==> config.mk <==
export PLATFORM = sky130hd
export DESIGN_NAME = card_bus_monitor
export DESIGN_NICKNAME = d
export VERILOG_FILES = /design/src/rtl/cbm_pkg.sv /design/src/rtl/cbm_sync.sv /design/src/rtl/cbm_edges.sv /design/src/rtl/cbm_core.sv /design/src/rtl/card_bus_monitor.sv
export SDC_FILE = /design/constraint.sdc
export NUM_CORES = 1
export LEC_CHECK = 0
export CAP_MARGIN = 25
export CORE_ASPECT_RATIO = 0.9
export CORE_MARGIN = 4
export CORE_UTILIZATION = 52
export DETAILED_ROUTE_END_ITERATION = 6
export PLACE_DENSITY_LB_ADDON = 0.1
export SKIP_CTS_REPAIR_TIMING = 1
export SKIP_LAST_GASP = 1
export SLEW_MARGIN = 5
export SYNTH_ARGS = -nofsm -noshare
export SYNTH_HDL_FRONTEND = slang
export SYNTH_SLANG_ARGS = --single-unit
==> constraint.sdc <==
create_clock -name clk -period 1.8 [get_ports clk]
set_input_delay 0.45 -clock clk [delete_from_list [all_inputs] [get_ports clk]]
set_output_delay 0.45 -clock clk [all_outputs]
set_load 0.01 [all_outputs]
==> src/rtl/cbm_pkg.sv <==
package cbm_pkg;

    typedef enum logic [1:0] {
        KIND_ATR  = 2'd0,
        KIND_CMD  = 2'd1,
        KIND_DATA = 2'd2
    } kind_e;

    typedef struct packed {
        logic rst;
        logic clk;
        logic io;
    } bus_t;

endpackage

==> src/rtl/cbm_sync.sv <==
module cbm_sync #(
    parameter int WIDTH  = 3,
    parameter int STAGES = 2
) (
    input  logic             clk,
    input  logic             rst,
    input  logic [WIDTH-1:0] async_i,
    output logic [WIDTH-1:0] sync_o
);
    logic [WIDTH-1:0] stage_q [STAGES];

    always_ff @(posedge clk) begin
        if (rst) begin
            for (int s = 0; s < STAGES; s++) stage_q[s] <= '0;
        end else begin
            stage_q[0] <= async_i;
            for (int s = 1; s < STAGES; s++) stage_q[s] <= stage_q[s-1];
        end
    end

    assign sync_o = stage_q[STAGES-1];
endmodule

==> src/rtl/cbm_edges.sv <==
module cbm_edges #(
    parameter int WIDTH = 3
) (
    input  logic             clk,
    input  logic             rst,
    input  logic [WIDTH-1:0] cur_i,
    output logic [WIDTH-1:0] rise_o,
    output logic [WIDTH-1:0] fall_o
);
    logic [WIDTH-1:0] prev_q;

    always_ff @(posedge clk) begin
        if (rst) prev_q <= '0;
        else     prev_q <= cur_i;
    end

    assign rise_o = cur_i & ~prev_q;
    assign fall_o = ~cur_i & prev_q;
endmodule

==> src/rtl/cbm_core.sv <==
module cbm_core
    import cbm_pkg::*;
#(
    parameter int BYTE_W = 8
) (
    input  logic              clk,
    input  logic              rst,
    input  bus_t              level_i,
    input  bus_t              rise_i,
    input  bus_t              fall_i,
    output logic              evt_o,
    output logic              valid_o,
    output logic [BYTE_W-1:0] byte_o,
    output kind_e             kind_o
);
    localparam int CNT_W = (BYTE_W > 1) ? $clog2(BYTE_W) : 1;
    localparam logic [CNT_W-1:0] LAST_BIT = CNT_W'(BYTE_W - 1);

    typedef struct packed {
        kind_e             kind;
        logic [CNT_W-1:0]  cnt;
        logic [BYTE_W-1:0] acc;
        logic [BYTE_W-1:0] out;
        logic              valid;
        logic              evt;
    } state_t;

    state_t st_d, st_q;
    logic [BYTE_W-1:0] shifted;

    always_comb begin
        st_d       = st_q;
        st_d.valid = 1'b0;
        st_d.evt   = 1'b0;
        shifted    = {level_i.io, st_q.acc[BYTE_W-1:1]};

        if (rise_i.rst) begin
            st_d.evt  = 1'b1;
            st_d.kind = KIND_ATR;
            st_d.cnt  = '0;
            st_d.acc  = '0;
        end else if (rise_i.clk && !level_i.rst) begin
            if (st_q.cnt == LAST_BIT) begin
                st_d.out   = shifted;
                st_d.valid = 1'b1;
                st_d.cnt   = '0;
                st_d.acc   = '0;
            end else begin
                st_d.acc = shifted;
                st_d.cnt = st_q.cnt + 1'b1;
            end
        end else if (level_i.clk && fall_i.io) begin
            st_d.kind = KIND_CMD;
            st_d.cnt  = '0;
            st_d.acc  = '0;
        end else if (level_i.clk && rise_i.io) begin
            st_d.kind = KIND_DATA;
            st_d.cnt  = '0;
            st_d.acc  = '0;
        end
    end

    always_ff @(posedge clk) begin
        if (rst) begin
            st_q <= '{kind: KIND_ATR, cnt: '0, acc: '0, out: '0,
                      valid: 1'b0, evt: 1'b0};
        end else begin
            st_q <= st_d;
        end
    end

    assign evt_o   = st_q.evt;
    assign valid_o = st_q.valid;
    assign byte_o  = st_q.out;
    assign kind_o  = st_q.kind;
endmodule

==> src/rtl/card_bus_monitor.sv <==
module card_bus_monitor
    import cbm_pkg::*;
#(
    parameter int BYTE_W      = 8,
    parameter int SYNC_STAGES = 2
) (
    input  logic              clk,
    input  logic              rst,
    input  logic              bus_rst,
    input  logic              bus_clk,
    input  logic              bus_io,
    output logic              rst_evt_o,
    output logic              byte_valid_o,
    output logic [BYTE_W-1:0] byte_o,
    output logic [1:0]        byte_kind_o
);
    localparam int LINES = $bits(bus_t);

    bus_t  raw, level, rise, fall;
    kind_e kind;

    assign raw = '{rst: bus_rst, clk: bus_clk, io: bus_io};

    cbm_sync #(.WIDTH(LINES), .STAGES(SYNC_STAGES)) u_sync (
        .clk(clk), .rst(rst), .async_i(raw), .sync_o(level)
    );

    cbm_edges #(.WIDTH(LINES)) u_edges (
        .clk(clk), .rst(rst), .cur_i(level), .rise_o(rise), .fall_o(fall)
    );

    cbm_core #(.BYTE_W(BYTE_W)) u_core (
        .clk(clk), .rst(rst),
        .level_i(level), .rise_i(rise), .fall_i(fall),
        .evt_o(rst_evt_o), .valid_o(byte_valid_o),
        .byte_o(byte_o), .kind_o(kind)
    );

    assign byte_kind_o = kind;
endmodule

==> results.ini, run 1 <==
[floorplan]
die_x_um=59.7
coreArea_um2=2240
io_pins=17
start_util_pct=55.7
die_h_um=54.5
die_area_um2=3250
row_count=16

[pwr]
p_leak_nw=0.484
power_density_nw_per_um2=794
ir_drop_mv=0.574

[route]
ant_nets=0
dr.pass1.iters=4
viasPerCell=5.48
drc=0
totalWireLength_um=2070
vias=920
drt_iter0_markers=21
wl_per_cell_um=12.3

[placed_design]
dp_hpwl_um=1420
numPortBuffers=16
gp_congestion=0.761
place_area_um2=1350

[global_route]
grt_util_all_layers_pct=15.4
grt_pass1_wl_um=3650
grt.overflow.total=0
grt_pass1_vias=841
grt_antenna_before_repair=0
grt_max_degree=13

[worst_setup_path]
worstSetupStartpoint=u_core.kind_o[0]
r2r_start=u_core.st_q[18]
path_delay_family=buffers and inverters
ff2ff_setup_slack_ns=0.17
cp_slowest_cell=clkdlybuf4s50_1
crit_path_start_kind=flip-flop
crit_end=byte_kind_o[0]
reg2reg_to=u_core.st_q[18]
path_cells=clkdlybuf4s50_1
cp_num_cells=1
r2r_cells=5
critPathRequiredTime_ns=1.35
cp_num_buf_inv=1
critPathMaxFanout=3
arrival_ns=1.20
endpoint_kind=primary output
cpPeakStageDelay_ns=0.54
crit_type=flip-flop to primary output

[sta]
finalMaxSlewViolations=0
rsz0062_at_grt=no
skew_ns=0.00694
final-hold-violation-count=0
timing.fmax_mhz=605
period_share_pct=91.8
setup_violations=0
tns_ns=0
min_period_ns=1.65
worst_pin_slew_ns=0.506
maxSlewHeadroom_pct=66.1

[cts]
htreeDepth=2
clk_path_buf_depth=2
cts_root_buf=clkbuf_4
numCtsBuffers=5
clock_sinks=31
clk_latency_ns=0.31
tritoncts=built
clk_pin_slew_worst_paths_ns=0.08

[yosys]
yosysTopAreaCellShare_pct=49.6
synth_top_area_cell=dfxtp_1
synthCells=134
seq_area_frac_synth_pct=49.6
ys_ff_latch=31
netlist_area_um2=1250
ys_warn_count=0
syn_nets=141
synth_flop_cell=dfxtp_1
synth_common_cells=dfxtp_1 (31), a21oi_1 (19), nand2_1 (18)
synthDistinctLibCells=30
async_flop_share_pct=0
synth_area_leaders=dfxtp_1 (50%), a21oi_1 (7.6%), buf_4 (6.0%), nand2_1 (5.4%), a22oi_1 (4.8%)
synth-edff-count=0
synth_most_common_cell=dfxtp_1
avgSynthCellArea_um2=9.33

[cells_and_area]
syn2layout_area_growth_pct=11.2
antenna_cells=0
fin_nets=149
design_area_um2=1390
drive_gt1_share_pct=9.22

[worst_hold_path]
hp-class=flip-flop to flip-flop

[status]
status=complete, no violations

[job]
maxCapViolations=0

[cell usage in the layout (no fill, tap or decap)]
master           count
a2111oi_0            1
a21o_1               1
a21oi_1             19
a22oi_1              8
a2bb2oi_1            1
a311oi_1             1
a31o_2               1
and2_1               1
and4bb_2             1
buf_4                2
clkbuf_1             1
clkbuf_4             5
clkdlybuf4s50_1     16
clkinv_1             1
dfxtp_1             31
ha_1                 2
inv_1                2
nand2_1             18
nand3_1              9
nand4bb_1            1
nor2_1               2
nor2_2               1
nor2b_1              8
nor4b_4              1
o211a_1              1
o21ai_0              3
o21bai_1             1
or2_2                1
xnor2_2              1
[how the worst min path moves through the flow]
stage,start,slack (ns),end,depth (start not counted)
6_report,u_sync.stage_q[0][0],0.44,u_sync.stage_q[0][3],1
5_1_grt,u_sync.stage_q[0][1],0.47,u_sync.stage_q[0][4],1
4_1_cts,u_sync.stage_q[0][0],0.45,u_sync.stage_q[0][3],1
3_5_place_dp,u_sync.stage_q[0][1],0.43,u_sync.stage_q[0][4],1
3_3_place_gp,u_sync.stage_q[0][0],0.42,u_sync.stage_q[0][3],1
2_1_floorplan,u_sync.stage_q[0][0],0.41,u_sync.stage_q[0][3],1
[metrics by stage]
step	std cells	hold slack (ns)	setup WS (ns)	power, mW	utilization [%]
final	168	0.435	0.148	1.10	62.0
after global routing	168	0.474	0.0221	1.16	62.0
after CTS	168	0.445	0.126	1.12	62.0
after detailed placement	162	0.428	0.158	0.779	60.2
after global placement	162	0.418	0.190	0.778	60.2
after floorplan	134	0.414	0.299	0.760	-
[per-layer routing]
layer,GRT usage (%),up-vias,part of all wire [%]
li1,-,472,-
met1,18.3,419,48
met2,24.1,24,44
met3,5.66,5,5.8
met4,8.86,0,1.8
met5,0,-,0
[cell type report]
class	count	area, µm²
fillers	212	852
flip-flops and latches	31	621
multi-input cells	83	508
repair buffers	18	175
clock buffers	6	41.3
well taps	27	33.8
inverters	3	11.3
[state kept, by name, indices dropped and copies added (netlist names)]
register,count
u_core.byte_o,8
u_core.shifted,7
u_sync.stage_q,6
u_core.st_q,3
u_edges.prev_q,3
u_core.kind_o,2
u_core.evt_o,1
u_core.valid_o,1
[report_power, final]
part	switching [mW]	internal [mW]	total, mW
Combinational	0.0311	0.0264	0.0575
Clock	0.202	0.139	0.341
Sequential	0.0100	0.696	0.706
[logic make-up after synthesis]
logic type               after synthesis  synth area share (%)
AND/OR/NAND/NOR                       43                  18.9
AO/OA/AOI/OAI                         37                  18.4
flip-flops                            31                  49.7
buffers and inverters                 20                  9.71
adder cells (fa/ha/maj)                2                  2.00
XOR/XNOR                               1                  1.30
Note: power is estimated with default switching activity, not from simulation.
==> run 2: changes to the inputs <==
Settings changed: CTS_CLUSTER_SIZE from default to 10, PLACE_DENSITY from default to 0.72, PLACE_DENSITY_LB_ADDON 0.1 to default.
==> results.ini, run 2 (synthesis gave the netlist of run 1 again) <==
[status]
status=complete, no violations

[global_route]
grt.overflow.total=0  ; unchanged
grt_max_degree=13  ; unchanged
grt_antenna_before_repair=0  ; unchanged
grt_pass1_wl_um=3970  ; +8.9%
grtUsageMet2_pct=24.3  ; +0.18 points
grt_util_all_layers_pct=16.7  ; +1.3 points
grt_pass1_vias=867  ; +3.1%
grtUsageMet3_pct=6.84  ; +1.2 points
use_met1_pct=21.1  ; +2.9 points
grt_most_used_layer=met2

[placed_design]
place_ws_ns=0.0746  ; -0.0836 ns
gp_congestion=0.773  ; +1.5%
numPortBuffers=16  ; unchanged
placed_cells=162  ; unchanged
place_area_um2=1350  ; unchanged
dp_hpwl_um=1490  ; +4.7%

[sta]
maxSlewHeadroom_pct=68.9  ; +2.8 points
tns_ns=0  ; unchanged
worst_pin_slew_ns=0.464  ; -0.0422 ns
rsz0062_at_grt=no
final-hold-violation-count=0  ; unchanged
setup_violations=0  ; unchanged
finalMaxSlewViolations=0  ; unchanged
timing.final.ws_setup_ns=0.124  ; -0.0234 ns
min_period_ns=1.68  ; +0.0234 ns
skew_ns=0.00369  ; -0.00325 ns
timing.fmax_mhz=597  ; -1.4%
period_share_pct=93.1  ; +1.3 points

[route]
drt_iter0_markers=21  ; unchanged
ant_nets=0  ; unchanged
wl_per_cell_um=12.9  ; +4.9%
vias=926  ; +0.65%
viasPerCell=5.42  ; -1.1%
dr.pass1.iters=4  ; unchanged
totalWireLength_um=2210  ; +6.8%
drc=0  ; unchanged

[cts]
htreeDepth=2  ; unchanged
clk_latency_ns=0.32  ; about the same
cts_root_buf=clkbuf_4
tritoncts=built
numCtsBuffers=5  ; unchanged
clk_pin_slew_worst_paths_ns=0.09  ; about the same
clock_sinks=31  ; unchanged
clk_path_buf_depth=2  ; unchanged

[worst_setup_path]
critPathMaxFanout=3  ; unchanged
path_cells=clkdlybuf4s50_1
critPathRequiredTime_ns=1.35  ; about the same
endpoint_kind=primary output
path_delay_family=buffers and inverters
crit_path_start_kind=flip-flop
cp_slowest_cell=clkdlybuf4s50_1
crit_type=flip-flop to primary output
cpPeakStageDelay_ns=0.55  ; about the same
arrival_ns=1.23  ; +0.03 ns
cp_num_buf_inv=1  ; unchanged

[cells_and_area]
syn2layout_area_growth_pct=12.5
final_cells=171  ; +1.8%
fin_nets=150  ; +0.67%
utilization_pct=62.7  ; +0.73 points
layout.cells.most_common=dfxtp_1
layout_common_cells=dfxtp_1 (31), a21oi_1 (19), nand2_1 (18)
drive_gt1_share_pct=10.4  ; +1.2 points
design_area_um2=1410  ; +1.2%
largest_register_ff_count=8  ; unchanged
antenna_cells=0  ; unchanged

[floorplan]
io_pins=17  ; unchanged
die_x_um=59.7  ; unchanged
start_util_pct=55.7  ; unchanged
die_h_um=54.5  ; unchanged
die_area_um2=3250  ; unchanged
row_count=16  ; unchanged
coreArea_um2=2240  ; unchanged

[job]
maxCapViolations=0  ; unchanged

[pwr]
power_density_nw_per_um2=808  ; +1.8%
p_leak_nw=0.494  ; +2.2%
ir_drop_mv=0.626  ; +9.2%

[worst_hold_path]
hp-class=flip-flop to flip-flop

run 2: cell count changes in the layout (fill, tap and decap cells not counted):
cell | previous run | this run
buf_4 | 2 | 3
clkbuf_1 | 1 | 2
clkinv_2 | 0 | 1
run 2: path summary, 6_finish.rpt:
check / depth (start not counted) / start / to / slack, ns
max: 1 / u_core.kind_o[0] / byte_kind_o[0] / 0.12
min: 1 / u_sync.stage_q[0][0] / u_sync.stage_q[0][3] / 0.44
max reg2reg: 6 / u_core.st_q[18] / u_core.st_q[18] / 0.18
min reg2reg: 1 / u_sync.stage_q[0][0] / u_sync.stage_q[0][3] / 0.44
run 2: power breakdown:
part | switching, mW | total (mW) | internal (mW)
Clock | 0.220 | 0.372 | 0.152
Sequential | 0.0104 | 0.706 | 0.696
Combinational | 0.0319 | 0.0593 | 0.0274
run 2: layout make-up:
cell class,count,area (µm²)
Clock buffer,7,45.0
Clock inverter,1,5.00
Fill cell,205,836
Inverter,3,11.3
Multi-Input combinational cell,83,508
Sequential cell,31,621
Tap cell,27,33.8
Timing Repair Buffer,19,183
run 2: through the flow:
step / power, mW / hold slack, ns
after detailed placement: 0.780 / 0.429
after global placement: 0.777 / 0.418
after CTS: 1.15 / 0.451
after global routing: 1.19 / 0.471
after floorplan: 0.760 / 0.414
final: 1.14 / 0.444
run 2: routing by layer:
layer | share of wire, % | wire length, µm
met5 | 0 | 0
met4 | 1.9 | 41
met3 | 6.7 | 149
met2 | 46 | 1010
met1 | 45 | 1010
